$ cat src/rtl/rag_pkg.sv
package rag_pkg;
  typedef enum logic [1:0] {
    DENY_NONE    = 2'b00,
    DENY_SHORT   = 2'b01,
    DENY_OVERLAP = 2'b10,
    DENY_BUSY    = 2'b11
  } deny_e;
endpackage

$ cat src/rtl/rag_sat_ctr.sv
module rag_sat_ctr #(
  parameter int W = 16
) (
  input  logic         clk,
  input  logic         rst,
  input  logic         clr,
  input  logic         inc,
  output logic [W-1:0] q
);
  localparam logic [W-1:0] MAXV = '1;

  always_ff @(posedge clk) begin
    if (rst)                    q <= '0;
    else if (clr)               q <= '0;
    else if (inc && q != MAXV)  q <= q + 1'b1;
  end
endmodule

$ cat src/rtl/rag_age_trk.sv
module rag_age_trk #(
  parameter int ENTRIES = 8,
  parameter int TAG_W   = 6,
  parameter int AGE_W   = 16
) (
  input  logic             clk,
  input  logic             rst,
  input  logic             alloc_vld,
  input  logic [TAG_W-1:0] alloc_tag,
  input  logic             free_vld,
  input  logic [TAG_W-1:0] free_tag,
  input  logic [TAG_W-1:0] look_tag,
  output logic             look_hit,
  output logic [AGE_W-1:0] look_age
);
  localparam int IDX_W = (ENTRIES > 1) ? $clog2(ENTRIES) : 1;
  localparam logic [AGE_W-1:0] AGE_MAX = '1;

  logic [ENTRIES-1:0] vld_q;
  logic [TAG_W-1:0]   tag_q [ENTRIES];
  logic [AGE_W-1:0]   age_q [ENTRIES];
  logic               slot_found;
  logic [IDX_W-1:0]   slot_idx;

  // lowest free slot, judged on the state before this edge
  always_comb begin
    slot_found = 1'b0;
    slot_idx   = '0;
    for (int i = ENTRIES - 1; i >= 0; i--) begin
      if (!vld_q[i]) begin
        slot_found = 1'b1;
        slot_idx   = IDX_W'(i);
      end
    end
  end

  for (genvar g = 0; g < ENTRIES; g++) begin : g_slot
    always_ff @(posedge clk) begin
      if (rst) begin
        vld_q[g] <= 1'b0;
        tag_q[g] <= '0;
        age_q[g] <= '0;
      end else if (alloc_vld && slot_found && slot_idx == IDX_W'(g)) begin
        vld_q[g] <= 1'b1;
        tag_q[g] <= alloc_tag;
        age_q[g] <= '0;
      end else if (vld_q[g] && free_vld && tag_q[g] == free_tag) begin
        vld_q[g] <= 1'b0;
      end else if (vld_q[g] && age_q[g] != AGE_MAX) begin
        age_q[g] <= age_q[g] + 1'b1;
      end
    end
  end

  always_comb begin
    look_hit = 1'b0;
    look_age = '0;
    for (int i = 0; i < ENTRIES; i++) begin
      if (vld_q[i] && tag_q[i] == look_tag) begin
        look_hit = 1'b1;
        look_age = look_age | age_q[i];
      end
    end
  end
endmodule

$ cat src/rtl/rag_ctrl.sv
module rag_ctrl
  import rag_pkg::*;
#(
  parameter int TAG_W       = 6,
  parameter int TRK_ENTRIES = 8,
  parameter int AGE_W       = 16,
  parameter int CNT_W       = 16,
  parameter int THR_DEFAULT = 400
) (
  input  logic             clk,
  input  logic             rst,
  input  logic             miss_iss_vld,
  input  logic [TAG_W-1:0] miss_iss_tag,
  input  logic             head_miss_vld,
  input  logic [TAG_W-1:0] head_miss_tag,
  input  logic             miss_ret_vld,
  input  logic [TAG_W-1:0] miss_ret_tag,
  input  logic             pretire_pulse,
  input  logic             fetch_pulse,
  input  logic             thr_wr,
  input  logic [AGE_W-1:0] thr_wdata,
  output logic             ra_active,
  output logic             ckpt_save,
  output logic             ckpt_restore,
  output logic [1:0]       deny_code
);
  logic             trk_hit;
  logic [AGE_W-1:0] trk_age;
  logic [AGE_W-1:0] thr_q;
  logic [TAG_W-1:0] trig_q;
  logic [CNT_W-1:0] r_cnt;
  logic [CNT_W-1:0] n_cnt;
  deny_e            verdict;
  logic             grant;
  logic             leave;

  rag_age_trk #(
    .ENTRIES(TRK_ENTRIES), .TAG_W(TAG_W), .AGE_W(AGE_W)
  ) u_trk (
    .clk(clk), .rst(rst),
    .alloc_vld(miss_iss_vld), .alloc_tag(miss_iss_tag),
    .free_vld(miss_ret_vld),  .free_tag(miss_ret_tag),
    .look_tag(head_miss_tag),
    .look_hit(trk_hit), .look_age(trk_age)
  );

  always_comb begin
    verdict = DENY_NONE;
    if (head_miss_vld) begin
      if (ra_active)                        verdict = DENY_BUSY;
      else if (trk_hit && trk_age > thr_q)  verdict = DENY_SHORT;
      else if (n_cnt < r_cnt)               verdict = DENY_OVERLAP;
    end
  end

  assign grant = head_miss_vld && !ra_active && verdict == DENY_NONE;
  assign leave = ra_active && miss_ret_vld && miss_ret_tag == trig_q;

  rag_sat_ctr #(.W(CNT_W)) u_rcnt (
    .clk(clk), .rst(rst), .clr(grant),
    .inc(ra_active && pretire_pulse), .q(r_cnt)
  );

  rag_sat_ctr #(.W(CNT_W)) u_ncnt (
    .clk(clk), .rst(rst), .clr(leave),
    .inc(!ra_active && fetch_pulse), .q(n_cnt)
  );

  always_ff @(posedge clk) begin
    if (rst) begin
      ra_active    <= 1'b0;
      ckpt_save    <= 1'b0;
      ckpt_restore <= 1'b0;
      deny_code    <= DENY_NONE;
      trig_q       <= '0;
      thr_q        <= AGE_W'(THR_DEFAULT);
    end else begin
      ckpt_save    <= grant;
      ckpt_restore <= leave;
      deny_code    <= verdict;
      if (grant)      ra_active <= 1'b1;
      else if (leave) ra_active <= 1'b0;
      if (grant)  trig_q <= head_miss_tag;
      if (thr_wr) thr_q  <= thr_wdata;
    end
  end
endmodule

$ cat config.mk
export PLATFORM = sky130hd
export DESIGN_NAME = rag_ctrl
export DESIGN_NICKNAME = d
export VERILOG_FILES = /design/src/rtl/rag_pkg.sv /design/src/rtl/rag_sat_ctr.sv /design/src/rtl/rag_age_trk.sv /design/src/rtl/rag_ctrl.sv
export SDC_FILE = /design/constraint.sdc
export NUM_CORES = 1
export LEC_CHECK = 0
export BUFFER_PORTS_ARGS = -buffer_cell sky130_fd_sc_hd__clkbuf_2
export CAP_MARGIN = 20
export CORE_MARGIN = 2
export CORE_UTILIZATION = 63
export DETAILED_ROUTE_END_ITERATION = 10
export GPL_ROUTABILITY_DRIVEN = 1
export PLACE_DENSITY = 0.92
export SLEW_MARGIN = 15
export SYNTH_ARGS = -nofsm -noshare
export SYNTH_HDL_FRONTEND = slang
export SYNTH_HIERARCHICAL = 1
export SYNTH_SLANG_ARGS = --single-unit
$ cat constraint.sdc
create_clock -name clk -period 5 [get_ports clk]
set_input_delay 1 -clock clk [delete_from_list [all_inputs] [get_ports clk]]
set_output_delay 1 -clock clk [all_outputs]
set_load 0.02 [all_outputs]
# After elaboration in Yosys (flattened, before gate mapping)
# Memory sizes are Yosys's and may differ from the RTL's.
# Index checks and enable logic that the tools add are counted.
[word_totals]
register_bits = 67
input_bits = 42
memories = 2
mem_bits_rw = 176
[op_classes]
n_reduce_logical = 64
n_lt_le_gt_ge = 2
mux = 144
eq_ne = 34
add_sub_neg = 10
n_bitwise = 31
[memory_table]
columns = ["memory", "words", "word_bits", "rd", "rd_ports_with_merged_regs", "wr", "line_no", "rtl"]
rows = [
  ["u_trk.age_q", 8, 16, 8, 0, 8, "rag_age_trk.sv:21", "logic [AGE_W-1:0] age_q [ENTRIES];"],
  ["u_trk.tag_q", 8, 6, 8, 0, 8, "rag_age_trk.sv:20", "logic [TAG_W-1:0] tag_q [ENTRIES];"],
]
[op_table]
columns = ["operator", "n"]
rows = [
  ["$mux W16", 24],
  ["$add A16 B1 Y16 const B", 10],
  ["$ne A16 B16 Y1 const B", 10],
  ["$or A16 B16 Y16", 7],
  ["$eq A6 B6 Y1", 17],
  ["$mux W1", 100],
  ["$logic_and A1 B1 Y1", 50],
  ["$mux W6", 8],
  ["$mux W3", 8],
  ["$or A1 B1 Y1", 24],
  ["$reduce_bool A2 Y1", 9],
  ["$gt A16 B16 Y1", 1],
  ["$lt A16 B16 Y1", 1],
  ["$eq A3 B3 Y1 const B", 4],
  ["$mux W2", 4],
  ["$eq A3 B2 Y1 const B", 2],
  ["$reduce_or A2 Y1", 2],
  ["$eq A3 B1 Y1 const B", 1],
  ["$logic_not A3 Y1", 1],
  ["$logic_not A2 Y1", 1],
  ["$logic_not A1 Y1", 1],
]

# Longest topological paths before layout
[depth]
depth_word = 25
ltp_mapped = 20
ltp_nobuf = 16

# Modules after synthesis
# Netlist, hierarchy kept.
[by_module_without_submodules]
columns = ["mod", "area_per_inst_um2", "cells_each", "instances", "seq_area_each_um2"]
rows = [
  ["rag_age_trk", 10889.2, 1045, 1, 5445.2],
  ["rag_sat_ctr", 917.1, 102, 2, 320.3],
  ["rag_ctrl", 1825.5, 218, 1, 540.5],
]

# Least setup slack after synthesis
# OpenSTA, ideal clock, no wires.
[synth_path]
kind = "input port to flip-flop"
startpoint = "input head_miss_tag[1]"
endpoint = "register u_rcnt.q[7]"
arrival_time_ns = 4.292
stages = 17
n_path_buf = 3
setup_slack_ns = 0.634
path_cell_list = "buf_4 xor2_1 nor2_1 and4_1 buf_2 a2111oi_0 nand3_1 ha_1 nand4_1 a2111o_1 a31oi_1 or3b_4 inv_6 or2_1 buf_1 or3_1 o21ai_0"
[synth_via]
elab_chain_cells = 25
word_cells_on_any_way = 47
cone_classes = "order compare (1); eq/ne (8); mux (19); bitwise (7); reduce/logical (12)"
[synth_rtl]
columns = ["item", "line_no", "rtl"]
rows = [
  ["start, declared", "rag_ctrl.sv:15", "input logic [TAG_W-1:0] head_miss_tag,"],
  ["$eq A6 B6 Y1", "rag_age_trk.sv:59", "if (vld_q[i] && tag_q[i] == look_tag) begin"],
  ["$logic_and A1 B1 Y1", "rag_age_trk.sv:59", ""],
  ["$mux W16", "rag_age_trk.sv:59", ""],
  ["$or A16 B16 Y16", "rag_age_trk.sv:61", "look_age = look_age | age_q[i];"],
  ["$mux W16", "rag_age_trk.sv:59", ""],
  ["$or A16 B16 Y16", "rag_age_trk.sv:61", ""],
  ["$mux W16", "rag_age_trk.sv:59", ""],
  ["$or A16 B16 Y16", "rag_age_trk.sv:61", ""],
  ["[... 9 more ...]", "n/a", ""],
  ["named net trk_age[11]", "rag_ctrl.sv:28", "logic [AGE_W-1:0] trk_age;"],
  ["[... 1 more ...]", "n/a", ""],
  ["$logic_and A1 B1 Y1 *", "rag_ctrl.sv:51", "else if (trk_hit && trk_age > thr_q) verdict = DENY_SHORT;"],
  ["$mux W2 *", "rag_ctrl.sv:51", ""],
  ["$mux W2 *", "rag_ctrl.sv:50", "if (ra_active) verdict = DENY_BUSY;"],
  ["$mux W2 *", "rag_ctrl.sv:49", "if (head_miss_vld) begin"],
  ["$logic_not A2 Y1 *", "rag_ctrl.sv:56", "assign grant = head_miss_vld && !ra_active && verdict == DENY_NONE;"],
  ["$logic_and A1 B1 Y1 *", "rag_ctrl.sv:56", ""],
  ["named net grant", "rag_ctrl.sv:34", "logic grant;"],
  ["$reduce_or A2 Y1 (no line) *", "n/a", ""],
  ["end signal, assigned", "rag_sat_ctr.sv:15", "else if (inc && q != MAXV) q <= q + 1'b1;"],
  ["end, declared", "rag_sat_ctr.sv:8", "output logic [W-1:0] q"],
]
# The timed path passes the listed nets; every way through them passes the cells marked *.
# A chain may end at the register's enable or synchronous reset.

# Worst setup path after layout
[layout_path]
startpoint = "input head_miss_tag[1]"
endpoint = "register u_rcnt.q[13]"
# Same word-level chain as after synthesis.

==> qor.txt <==
Status = completed
Routability Congestion = 0.9843
Final Cycle Share = 96.90%
Final Hold Viols = 0
Synth Area in XOR/XNOR = 12.76%
I/O pin count = 47
CTS max path bufs = 3
Post-detail-place hpwl = 27.20 mm
Syn avg cell area = 9.917 sq um
Cell Chain, Critical Path = clkbuf_2 -> xor2_1 -> nor2_1 -> and4_1 -> buf_4 -> a2111oi_0 -> buf_4 -> nand3_1 -> ha_1 -> nand4_1 -> a2111o_1 -> a31oi_1 -> buf_4 -> or3b_4 -> inv_6 -> buf_4 -> or3_2 -> mux2i_1
Post-CTS Setup Bufs = 0
Worst Clk Skew = 11.08 ps
CTS tree = yes
Initial core utilization = 64.26%
# DRC = 0
Syn Std Cell Area = 14,550 sq um
Worst Path Required = 5450 ps
Detailed Routing Iterations Pass 1 = 8
Post-synth EDFFs = 176
Area grow syn2layout = 9.202%
Final net count = 1,604
Data arrival, critical path = 5290 ps
WP buf/inv = 6
Diodes inserted = 0
Max-Cap Viols = 0
Post-synthesis adder-cell area fraction = 3.526%
DRT Wirelength = 38.16 mm
Worst vdd ir = 0.2489 mV
Root Driver = clkbuf_16
Compound-Gate Fraction of Synth Area = 8.222%
Num CTS Buffers = 26
Unrepaired setup endpoints after global routing = no
Max-slew headroom = 24.45%
Via count = 11,860
Final Max Tran Viols = 0
Global-route wire length before repair = 59.84 mm
Rows = 55
Placed Area = 15,070 sq um
Final setup fails = 0
Global router's overall resource usage = 31.11%
Pleak = 5.851 nW
Synth area leaders = edfxtp_1 (36%), dfxtp_1 (9.2%), xor2_1 (6.6%), xnor2_1 (6.2%), nor2_1 (4.7%)
Finished Cell Area = 15,890 sq um
Largest net degree at the start of global routing = 54
Post-DRT Antenna Nets = 0
Multiplexer area fraction after synthesis = 2.133%
Vias in the first global route = 11,460
Yosys top cell area share = 36.33%
Critical Setup Path Class = input pin to register
Minimum clock period = 4845 ps
Synth Register Bits = 243
Slew @ Worst Pin = 1121 ps
GR Overflow Total = 0
Final TNS setup = 0 ps
Die Ht = 156.0 um
Seq/Total Area, Yosys = 45.55%
Slowest CP cell = a2111oi_0
FFs w/ async S/R, synth = 0%
Element type at the critical path end = register
Die footprint = 24,330 sq um
Crit path launch type = input pin
Syn nets = 1,550
H-tree Lvls = 1
Largest family of logic cells by synthesized area = simple AND/OR/NAND/NOR gates
Floorplan die width = 156.0 um
Initial antenna violation count = 0
Hold-fix buffers at CTS = 0
CP max FO = 12
Hold_ws = 481.9 ps
Distinct cells, synth = 70
HP Class = register to register
Synth Instances = 1,467
CTS clk-pin slew, worst paths = 60 ps
DR vias/cell = 6.495
Worst-skew pair later-pin latency = 540 ps
Total power = 0.004631 W
Core area = 22,640 sq um
Top cell type by total area after synthesis = edfxtp_1
Iteration-0 DRC Markers = 1,545
Critical path's most frequent cell = buf_4
Max Fclk = 206.4 MHz
Avg WL per Cell = 20.90 um
Yosys warnings = 6
Pwr per Cell Area = 291.5 nW/um^2
IO buf count = 46
CP top delay family = compound AO/OA/AOI/OAI gates
Top_reg_cell synth = edfxtp_1
Layout cell share with drive strength beyond 1 = 11.36%
Final Util = 70.17%
Post-synthesis simple-gate area fraction = 23.68%
Sink Count = 243
Max incr delay on CP = 720 ps
placed cells by master, fill, tap and decap left out, drive strengths merged, types with 38 or more instances in the layout:
cell and count:
dfxtp 67, nand4 62, nor3 38, xnor2 103, inv 62, nand2 119
clkbuf 88, and2 54, xor2 109, nor2 184, edfxtp 176, ha 41
buf 38, nand3 94, and3 46
cells in the mapped netlist (4+ instances only):
library cell / instances
and3_1: 37
a2111oi_0: 6
xnor2_1: 103
nor3_1: 32
buf_2: 12
inv_1: 61
or3_1: 14
a211oi_1: 6
xor2_1: 109
and4_1: 16
nand4_1: 59
a21oi_1: 30
o21ai_0: 25
o21ai_1: 4
buf_6: 5
o41ai_2: 4
a222oi_1: 16
buf_4: 20
clkbuf_1: 16
or2_2: 6
mux2i_1: 31
nand3_1: 94
o211ai_1: 7
edfxtp_1: 176
nand2_1: 119
o2111a_1: 11
a2111o_1: 6
and4_4: 4
or3_2: 6
o21bai_1: 7
and2_1: 48
and2_2: 4
and3_4: 6
nor3_2: 4
nor2_1: 184
ha_1: 41
a31oi_1: 12
dfxtp_1: 67
through the flow:
step	std cells	setup slack [ps]
final	1826	154.9
after global placement	1778	-163.1
after CTS	1826	238.2
after floorplan	1467	634.0
after global routing	1826	16.64
after detailed placement	1778	-269.1
power by group:
| part | total (W) | internal, W | switching [W] |
|---|---|---|---|
| clock | 0.00185 | 0.00107 | 0.000783 |
| sequential | 0.00238 | 0.00226 | 0.000120 |
| combinational | 0.000403 | 0.000161 | 0.000242 |
cells by family after synthesis:
logic type	count (synthesis)
compound gates	156
flops	243
buf+inv	122
fa+ha+maj	41
xor+xnor	212
simple gates	662
mux	31
worst register-to-register path: stages, from the launching register on:
cell       delay, ps
edfxtp_1         440
xnor2_1          150
and2_0           190
buf_4            200
and4_1           210
a2111oi_0        660
buf_4            240
nand3_1           90
ha_1             330
nand4_1          170
a2111o_1         380
a31oi_1          250
buf_4            170
or3b_4           150
inv_6             30
buf_4            140
or3_2            440
mux2i_1          200
final timing paths:
kind                                    startpoint                         to  slack, ps  depth (start not counted)
setup / recovery                  head_miss_tag[1]  u_rcnt/q[13]$_SDFFE_PP0P_        150                         18
hold / removal              trig_q[1]$_SDFFE_PP0P_     trig_q[1]$_SDFFE_PP0P_        480                          2
setup reg to reg  u_trk/tag_q[0][14]$_SDFFCE_PN0P_  u_rcnt/q[13]$_SDFFE_PP0P_        480                         17
hold reg to reg             trig_q[1]$_SDFFE_PP0P_     trig_q[1]$_SDFFE_PP0P_        480                          2
timing repair:
item | 4_1_cts | 5_1_grt
endpoints found under the setup margin | 0 | 2
endpoints found under the hold margin | 0 | 0
resized for setup | 0 | 1
sequential cells by signal (all words and copies together), names as in the netlist:
signal,count
deny_code,2
ckpt_restore,1
u_trk/tag_q,48
u_ncnt/q,16
u_rcnt/q,16
trig_q,6
u_trk/age_q,128
ra_active,1
ckpt_save,1
u_trk/vld_q,8
thr_q,16
final cells by class:
type / instances / area [sq um]
clock buffer: 42 / 782.0
clock inverter: 6 / 38.79
fill: 1595 / 6753
inverter: 64 / 245.2
multi-input combinational: 1102 / 7323
sequential: 243 / 6626
tap: 285 / 356.6
timing repair buffer: 84 / 515.5
layer usage:
metal | global-route usage (%) | vias to the layer above | part of all wire, % | routed length, um
li1 | - | 5407 | - | -
met1 | 40.64 | 5574 | 38 | 14590
met2 | 51.58 | 732 | 47 | 18060
met3 | 5.444 | 147 | 9.9 | 3761
met4 | 12.76 | 0 | 4.6 | 1753
met5 | 0 | - | 0 | 0
No activity file was read; power rests on OpenSTA's default activity.
